$ cat src/rtl/echo_cmp_pkg.sv
package echo_cmp_pkg;

  typedef enum logic [1:0] {
    NZ_PREV = 2'b00,
    NZ_LOW  = 2'b01,
    NZ_MID  = 2'b10,
    NZ_HIGH = 2'b11
  } noise_sel_e;

  localparam int unsigned NZ_LOW_VAL  = 62;
  localparam int unsigned NZ_MID_VAL  = 124;
  localparam int unsigned NZ_HIGH_VAL = 620;

endpackage

$ cat src/rtl/echo_mask_unit.sv
module echo_mask_unit #(
  parameter int unsigned ENV_W        = 10,
  parameter int unsigned MASK_PERIODS = 16
) (
  input  logic             clk,
  input  logic             rst,
  input  logic [ENV_W-1:0] env_i,
  input  logic [ENV_W-1:0] thr_i,
  input  logic             meas_win_i,
  input  logic             period_tick_i,
  input  logic             mask_en_i,
  output logic             echo_n_o
);

  localparam int unsigned CW = $clog2(MASK_PERIODS + 1);
  localparam logic [CW-1:0] MASK_LOAD = CW'(MASK_PERIODS);

  logic          hit;
  logic          rep_q;
  logic [CW-1:0] blank_q;

  assign hit = env_i > thr_i;

  always_ff @(posedge clk) begin
    if (rst) begin
      rep_q   <= 1'b0;
      blank_q <= '0;
    end else if (!meas_win_i) begin
      rep_q   <= 1'b0;
      blank_q <= '0;
    end else if (blank_q != '0) begin
      rep_q <= 1'b0;
      if (period_tick_i) blank_q <= blank_q - CW'(1);
    end else if (rep_q && !hit && mask_en_i) begin
      rep_q   <= 1'b0;
      blank_q <= MASK_LOAD;
    end else begin
      rep_q <= hit;
    end
  end

  assign echo_n_o = ~rep_q;

  AST_ECHO_NEEDS_HIT: assert property (@(posedge clk) disable iff (rst)
    !hit |=> echo_n_o);
  AST_IDLE_OUTSIDE_WIN: assert property (@(posedge clk) disable iff (rst)
    !meas_win_i |=> (echo_n_o && blank_q == '0));
  AST_MASK_SILENT: assert property (@(posedge clk) disable iff (rst)
    (blank_q != '0) |=> echo_n_o);
  AST_MASK_RANGE: assert property (@(posedge clk) disable iff (rst)
    blank_q <= MASK_LOAD);
  AST_MASK_NO_RESTART: assert property (@(posedge clk) disable iff (rst)
    (blank_q != '0 && meas_win_i) |=> (blank_q <= $past(blank_q)));

endmodule

$ cat src/rtl/noise_chk_unit.sv
module noise_chk_unit
  import echo_cmp_pkg::*;
#(
  parameter int unsigned ENV_W = 10
) (
  input  logic             clk,
  input  logic             rst,
  input  logic [ENV_W-1:0] env_i,
  input  logic [ENV_W-1:0] last_thr_i,
  input  logic [1:0]       noise_cfg_i,
  input  logic             noise_phase_i,
  output logic             noise_flag_o
);

  localparam logic [ENV_W-1:0] FULL_SCALE = '1;

  logic [ENV_W-1:0] nthr;
  logic             armed_q;
  logic             phase_q;
  logic             flag_q;
  logic             noisy;

  always_comb begin
    if (!armed_q) begin
      nthr = FULL_SCALE;
    end else begin
      case (noise_sel_e'(noise_cfg_i))
        NZ_PREV: nthr = last_thr_i;
        NZ_LOW:  nthr = ENV_W'(NZ_LOW_VAL);
        NZ_MID:  nthr = ENV_W'(NZ_MID_VAL);
        default: nthr = ENV_W'(NZ_HIGH_VAL);
      endcase
    end
  end

  assign noisy = env_i > nthr;

  always_ff @(posedge clk) begin
    if (rst) begin
      armed_q <= 1'b0;
      phase_q <= 1'b0;
      flag_q  <= 1'b0;
    end else begin
      phase_q <= noise_phase_i;
      if (phase_q && !noise_phase_i) armed_q <= 1'b1;
      if (noise_phase_i && !phase_q) flag_q <= noisy;
      else if (noise_phase_i && noisy) flag_q <= 1'b1;
    end
  end

  assign noise_flag_o = flag_q;

  AST_FIRST_CHECK_QUIET: assert property (@(posedge clk) disable iff (rst)
    !armed_q |=> !noise_flag_o);
  AST_FLAG_HOLDS: assert property (@(posedge clk) disable iff (rst)
    !noise_phase_i |=> $stable(noise_flag_o));
  AST_FLAG_SET: assert property (@(posedge clk) disable iff (rst)
    (noise_phase_i && noisy) |=> noise_flag_o);

endmodule

$ cat src/rtl/echo_cmp_top.sv
module echo_cmp_top #(
  parameter int unsigned ENV_W        = 10,
  parameter int unsigned MASK_PERIODS = 16
) (
  input  logic             clk,
  input  logic             rst,
  input  logic [ENV_W-1:0] env_i,
  input  logic [ENV_W-1:0] thr_i,
  input  logic [ENV_W-1:0] last_thr_i,
  input  logic             period_tick_i,
  input  logic             mask_en_i,
  input  logic [1:0]       noise_cfg_i,
  input  logic             noise_phase_i,
  input  logic             meas_win_i,
  output logic             echo_n_o,
  output logic             noise_flag_o
);

  echo_mask_unit #(
    .ENV_W       (ENV_W),
    .MASK_PERIODS(MASK_PERIODS)
  ) u_mask (
    .clk          (clk),
    .rst          (rst),
    .env_i        (env_i),
    .thr_i        (thr_i),
    .meas_win_i   (meas_win_i),
    .period_tick_i(period_tick_i),
    .mask_en_i    (mask_en_i),
    .echo_n_o     (echo_n_o)
  );

  noise_chk_unit #(
    .ENV_W(ENV_W)
  ) u_noise (
    .clk          (clk),
    .rst          (rst),
    .env_i        (env_i),
    .last_thr_i   (last_thr_i),
    .noise_cfg_i  (noise_cfg_i),
    .noise_phase_i(noise_phase_i),
    .noise_flag_o (noise_flag_o)
  );

  AST_RESET_STATE: assert property (@(posedge clk)
    rst |=> (echo_n_o && !noise_flag_o));

endmodule

$ cat config.mk
export PLATFORM = sky130hd
export DESIGN_NAME = echo_cmp_top
export DESIGN_NICKNAME = d
export VERILOG_FILES = /design/src/rtl/echo_cmp_pkg.sv /design/src/rtl/echo_mask_unit.sv /design/src/rtl/noise_chk_unit.sv /design/src/rtl/echo_cmp_top.sv
export SDC_FILE = /design/constraint.sdc
export NUM_CORES = 1
export LEC_CHECK = 0
export ABC_AREA = 1
export CAP_MARGIN = 25
export CORE_UTILIZATION = 42
export CTS_BUF_LIST = sky130_fd_sc_hd__clkbuf_4
export DETAILED_ROUTE_END_ITERATION = 7
export PLACE_DENSITY = 0.85
export SYNTH_ARGS = -nofsm -noshare
export SYNTH_HDL_FRONTEND = slang
export SYNTH_SLANG_ARGS = --single-unit
$ cat constraint.sdc
create_clock -name clk -period 4.8 [get_ports clk]
set_input_delay 0.96 -clock clk [delete_from_list [all_inputs] [get_ports clk]]
set_output_delay 0.96 -clock clk [all_outputs]
set_load 0.05 [all_outputs]
==> flow_summary.json, run 1 <==
{
  "status": "finished clean",
  "drtPass1Iterations": 4,
  "gp_congestion": 0.847,
  "io_buffers": 39,
  "endpoint_kind": "register",
  "fmax_mhz": 350,
  "hold_buffers": 0,
  "cts_root_buffer": "clkbuf_4",
  "slew_viol_final": 0,
  "initial_core_util_pct": 44.3,
  "avgSynthCellArea_sq_um": 6.40,
  "grt_start_max_net_pins": 12,
  "tightest_slew_ns": 0.500,
  "cp_slowest_cell": "clkdlybuf4s50_1",
  "ys_warn_count": 0,
  "cts_setup_buffers": 0,
  "p_leak_nw": 0.796,
  "drive_gt1_share_pct": 6.13,
  "wl_per_cell_um": 9.79,
  "crit_arrival_ns": 3.05,
  "dr_wl_met2_um": 1120,
  "die_h_um": 52.9,
  "synth_area_sq_um": 1090,
  "start_kind": "input port",
  "viasPerCell": 4.78,
  "die_area_sq_um": 2800,
  "slew_headroom_pct": 66.6,
  "rsz0062_at_grt": "false",
  "grt_antenna_before_repair": 0,
  "clock_sinks": 9,
  "vias": 1157,
  "met3_length_um": 90,
  "hpwlAfterDp_um": 2100,
  "required_ns": 4.99,
  "grt_usage_pct": 19.3,
  "gr-total-overflow": 0,
  "clockBufferDepth": 2,
  "clock_latency_ns": 0.26,
  "core-area_sq_um": 2450,
  "numCtsBuffers": 3,
  "fill_cells": 239,
  "r2r_cells": 10,
  "drv_cap": 0,
  "routed_wl_um": 2370,
  "min_period_ns": 2.86,
  "setup-violations-final": 0,
  "drtIter0Drc": 18,
  "synthCells": 170,
  "total_power_mw": 0.231,
  "synth_nets": 231,
  "min_path_cells": 2,
  "drc_errors": 0,
  "cpLargestDelayFamily": "adder cells",
  "synthFlopType": "dfxtp_1",
  "synth-edff-count": 0,
  "worstSetupPathType": "in2reg",
  "ioPinCount": 40,
  "ir_worst_vdd_mv": 0.168,
  "path_clk_slew_ns": 0.05,
  "antenna_cells": 0,
  "cts_resized": 0,
  "drt-met1-wl_um": 1150,
  "synth_cell_type_count": 22,
  "power_density_nw_per_um2": 150,
  "fin_setup_tns_ns": 0,
  "drtAntennaViolNets": 0,
  "crit_path_cell_trace": "clkdlybuf4s50_1 -> inv_1 -> ha_1 -> o21ai_0 -> a21oi_1 -> ha_1 -> nand2_1 -> nor2_1 -> nand4_1 -> nand3_1 -> o211ai_1 -> a21oi_1",
  "min_to": "u_noise.armed_q$_SDFFE_PP0P_",
  "die_x_um": 52.9,
  "cp_max_fo": 11,
  "hold_viol_final": 0,
  "ys_seq_area_share_pct": 16.6,
  "ys_async_sr_fraction_pct": 0,
  "cp.buffers_inverters": 2,
  "ys_ff_latch": 9,
  "placementRows": 18,
  "cts_tree": "built",
  "reg2reg_from": "u_mask.blank_q[0]$_SDFFE_PP0P_",
  "grt_pass1_vias": 1057,
  "top_layer": "met4",
  "areaGrowthSynthToFinish_pct": 41.8,
  "grt_pass1_wl_um": 4060,
  "r2r_setup_slack_ns": 3.19,
  "nets": 274,
  "min_from": "u_noise.phase_q$_SDFF_PP0_",
  "finalCritPeriodShare_pct": 59.6,
  "hp-class": "reg2reg",
  "clock_skew_ns": 0.00171,
  "critical-path-max-stage-delay_ns": 0.51,
  "timing.rr.end": "u_mask.blank_q[3]$_SDFFE_PP0P_",
  "htree_levels": 1
}
[report_power, final]
part           switching (mW)  total [mW]  internal, mW
combinational          0.0425      0.0909        0.0484
clock                  0.0244      0.0619        0.0375
sequential            0.00132      0.0783        0.0770
[layout by cell type, fill, tap and decap left out, types with 2 or more instances in the layout]
cell type / count
inv_1: 36
a21oi_1: 19
dfxtp_1: 9
nand2_1: 39
clkbuf_4: 4
nor3_2: 2
clkdlybuf4s50_1: 39
nand3_1: 12
nand4_1: 2
ha_1: 23
o21ai_0: 4
nand2_2: 3
nor2_1: 10
[cell type report]
type                    instances  area, sq um  share of cell area [%]
multi-input cells             122          759                    49.3
repair buffers                 39          390                    25.3
flip-flops and latches          9          180                    11.7
inverters                      38          144                    9.33
well taps                      30         37.5                    2.44
clock buffers                   4         30.0                    1.95
[worst max-delay path by stage]
stage,start,to,slack (ns),cells after the start
global route,noise_cfg_i[0],u_noise.noise_flag_o$_SDFFE_PP0P_,1.72,12
floorplan,noise_cfg_i[0],u_noise.noise_flag_o$_SDFFE_PP0P_,2.29,12
CTS,noise_cfg_i[0],u_noise.noise_flag_o$_SDFFE_PP0P_,1.95,12
detailed placement,noise_cfg_i[0],u_noise.noise_flag_o$_SDFFE_PP0P_,1.68,12
finish,noise_cfg_i[0],u_noise.noise_flag_o$_SDFFE_PP0P_,1.94,12
global placement,noise_cfg_i[0],u_noise.noise_flag_o$_SDFFE_PP0P_,1.76,12
[tightest hold or removal path, stage by stage, from the launching register on]
cell and delay, ns:
dfxtp_1 0.30, nand2_1 0.06, a21oi_1 0.05
[flip-flops by register name (all words and copies together), names as in the netlist]
signal,count
u_mask.blank_q,5
u_mask.rep_q,1
u_noise.armed_q,1
u_noise.noise_flag_o,1
u_noise.phase_q,1
[Yosys cell counts, types with 2 or more instances]
cell | instances | area (sq um)
nor2_1 | 10 | 37.5
dfxtp_1 | 9 | 180
nor3_2 | 2 | 20.0
o21ai_0 | 4 | 20.0
nand3_1 | 12 | 60.1
a21oi_1 | 19 | 95.1
nand4_1 | 2 | 12.5
inv_1 | 36 | 135
nand2_2 | 3 | 18.8
ha_1 | 23 | 288
nand2_1 | 39 | 146
[cells by family (layout without fill, tap and decap cells)]
kind of cell,Yosys count,after routing,share of synthesized area [%]
adders and majority gates,23,23,26.5
DFF,9,9,16.6
and+or+nand+nor,71,71,29.2
AOI/OAI and AO/OA,27,27,13.3
buffers and inverters,39,81,13.6
xor gates and xnor gates,1,1,0.806
[layer usage]
layer  track usage, %  vias to the layer above
met5                0                        -
met4             2.63                        0
met3             2.59                        2
met2             36.3                       22
met1             23.3                      503
li1                 -                      630
[per-stage QoR]
stage | utilization, % | cell area (sq um) | setup WS, ns | hold WS (ns) | std cells
after global routing | 62.8 | 1540 | 1.72 | 0.495 | 242
after floorplan | - | 1090 | 2.29 | 0.430 | 170
after detailed placement | 61.6 | 1510 | 1.68 | 0.458 | 238
final | 62.8 | 1540 | 1.94 | 0.459 | 242
after CTS | 62.8 | 1540 | 1.95 | 0.465 | 242
after global placement | 61.6 | 1510 | 1.76 | 0.445 | 238
No activity file was read; power rests on OpenSTA's default activity.
==> run 2, diff against run 1 <==
--- a/config.mk
+++ b/config.mk
@@ -7,10 +7,10 @@
 export LEC_CHECK = 0
 export ABC_AREA = 1
 export CAP_MARGIN = 25
-export CORE_UTILIZATION = 42
+export CORE_UTILIZATION = 41
 export CTS_BUF_LIST = sky130_fd_sc_hd__clkbuf_4
 export DETAILED_ROUTE_END_ITERATION = 7
-export PLACE_DENSITY = 0.85
+export PLACE_DENSITY = 0.87
 export SYNTH_ARGS = -nofsm -noshare
 export SYNTH_HDL_FRONTEND = slang
 export SYNTH_SLANG_ARGS = --single-unit
==> constraint.sdc (replaced) <==
create_clock -name clk -period 2.35 [get_ports clk]
set_input_delay 0.47 -clock clk [delete_from_list [all_inputs] [get_ports clk]]
set_output_delay 0.47 -clock clk [all_outputs]
set_load 0.05 [all_outputs]
==> run 2 against run 1 <==
Clock-buffer cell count did not move. Clock skew fell by 0.00085 ns. Setup slack got worse by 1.8 ns. Flip-flop and latch count did not move. Core utilization rose by 1.4 points. Global-route usage rose by 1.4 points. Die area rose by 2.3%. Via count rose by 2.9%. Sequential power rose by 100%. Critical path depth rose by 1. Routed wire length rose by 12%. Critical path type unchanged. Critical endpoint unchanged.
==> flow_summary.json, run 2 (synthesized netlist as in run 1, its figures left out) <==
{
  "ioPinCount": 40,
  "grt_start_max_net_pins": 7,
  "core-area_sq_um": 2500,
  "final_core_util_pct": 64.2,
  "finalCritPeriodShare_pct": 95.4,
  "tightest_slew_ns": 0.489,
  "grt_antenna_before_repair": 0,
  "grt_usage_pct": 20.7,
  "endpoint_kind": "register",
  "initial_core_util_pct": 43.5,
  "cts_root_buffer": "clkbuf_4",
  "crit_arrival_ns": 2.39,
  "grt_pass1_vias": 1113,
  "power_density_nw_per_um2": 306,
  "clock_latency_ns": 0.26,
  "antenna_cells": 0,
  "timing.rr.end": "u_noise.noise_flag_o$_SDFFE_PP0P_",
  "nets": 277,
  "die_area_sq_um": 2860,
  "instances_no_fill": 245,
  "min_path_cells": 2,
  "path_clk_slew_ns": 0.06,
  "mostFrequentLayoutCells": "nand2_1, clkdlybuf4s50_1, inv_1",
  "cp_max_fo": 3,
  "min_from": "u_noise.phase_q$_SDFF_PP0_",
  "start_kind": "input port",
  "placementRows": 18,
  "io_buffers": 39,
  "vias": 1191,
  "die_h_um": 53.5,
  "gr-total-overflow": 0,
  "numCtsBuffers": 3,
  "required_ns": 2.50,
  "slew_headroom_pct": 67.3,
  "routed_wl_um": 2640,
  "clock_skew_ns": 0.000864,
  "hpwlAfterDp_um": 2140,
  "drv_cap": 0,
  "ir_worst_vdd_mv": 0.359,
  "hold_viol_final": 0,
  "hp-class": "reg2reg",
  "min_to": "u_noise.armed_q$_SDFFE_PP0P_",
  "r2r_setup_slack_ns": 0.65,
  "p_leak_nw": 0.817,
  "htree_levels": 1,
  "reg2reg_from": "u_noise.armed_q$_SDFFE_PP0P_",
  "drtPass1Iterations": 4,
  "wl_per_cell_um": 10.8,
  "top_register": "u_mask.blank_q",
  "place_inst": 241,
  "grt_pass1_wl_um": 4340,
  "cts_tree": "built",
  "drtAntennaViolNets": 0,
  "total_power_mw": 0.492,
  "die_x_um": 53.5,
  "clock_sinks": 9,
  "slew_viol_final": 0,
  "areaGrowthSynthToFinish_pct": 47.6,
  "clockBufferDepth": 2,
  "rsz0062_at_grt": "false",
  "status": "finished clean",
  "r2r_cells": 9,
  "largest_reg_flops": 5,
  "worstSetupPathType": "in2reg",
  "drc_errors": 0,
  "fmax_mhz": 446,
  "fin_setup_tns_ns": 0,
  "viasPerCell": 4.86,
  "setup-violations-final": 0,
  "min_period_ns": 2.24,
  "hold_buffers": 0,
  "gp_congestion": 0.894,
  "drtIter0Drc": 16,
  "drive_gt1_share_pct": 12.1
}
-- run 2: worst max path at each step --
stage,from,end,slack [ns],cells after the start
CTS,noise_cfg_i[0],u_noise.noise_flag_o$_SDFFE_PP0P_,0.03,13
global placement,noise_cfg_i[0],u_noise.noise_flag_o$_SDFFE_PP0P_,-0.17,12
floorplan,noise_cfg_i[0],u_noise.noise_flag_o$_SDFFE_PP0P_,0.33,12
finish,noise_cfg_i[1],u_noise.noise_flag_o$_SDFFE_PP0P_,0.11,13
detailed placement,noise_cfg_i[0],u_noise.noise_flag_o$_SDFFE_PP0P_,-0.31,12
global route,noise_cfg_i[1],u_noise.noise_flag_o$_SDFFE_PP0P_,0.01,13
-- run 2: repair_timing --
| action | 4_1_cts | 5_1_grt |
|---|---|---|
| gates cloned | 0 | 0 |
| pin swaps | 0 | 4 |
| gates resized for setup | 4 | 10 |
| hold endpoints to repair | 0 | 0 |
| setup endpoints to repair | 1 | 1 |
| setup buffers | 0 | 0 |
-- run 2: where the power goes --
group,leakage (nW),internal (mW),switching (mW)
sequential,0.0731,0.157,0.00278
clock,0.0184,0.0769,0.0528
combinational,0.726,0.107,0.0956
-- run 2: area by class of cell --
cell class,instances,area (sq um)
clock buffer,4,30.0
fill,223,895
inverter,38,144
multi-input combinational,122,798
sequential,9,180
tap,30,37.5
timing repair buffer,42,415
-- run 2: worst max-delay path: stages --
cell and delay [ns]:
clkdlybuf4s50_1 0.43, buf_4 0.15, ha_1 0.19, inv_2 0.07, nand3_2 0.11, a21oi_2 0.14, ha_1 0.25, a21oi_1 0.16
o21ai_0 0.11, nand2_1 0.07, nand3_1 0.06, o211ai_1 0.09, a21oi_1 0.08
-- run 2: routing by layer --
layer  track usage [%]  vias to the layer above  wire [um]
li1                  -                      637          -
met1              21.5                      516       1190
met2              39.6                       30       1280
met3              4.60                        8        138
met4              7.02                        0         41
met5                 0                        -          0
-- run 2: per-stage QoR --
step	hold slack, ns	setup slack, ns	area, sq um
after floorplan	0.430	0.332	1090
after global placement	0.443	-0.170	1530
after detailed placement	0.452	-0.315	1530
after CTS	0.461	0.0265	1580
after global routing	0.479	0.00992	1610
final	0.461	0.108	1610
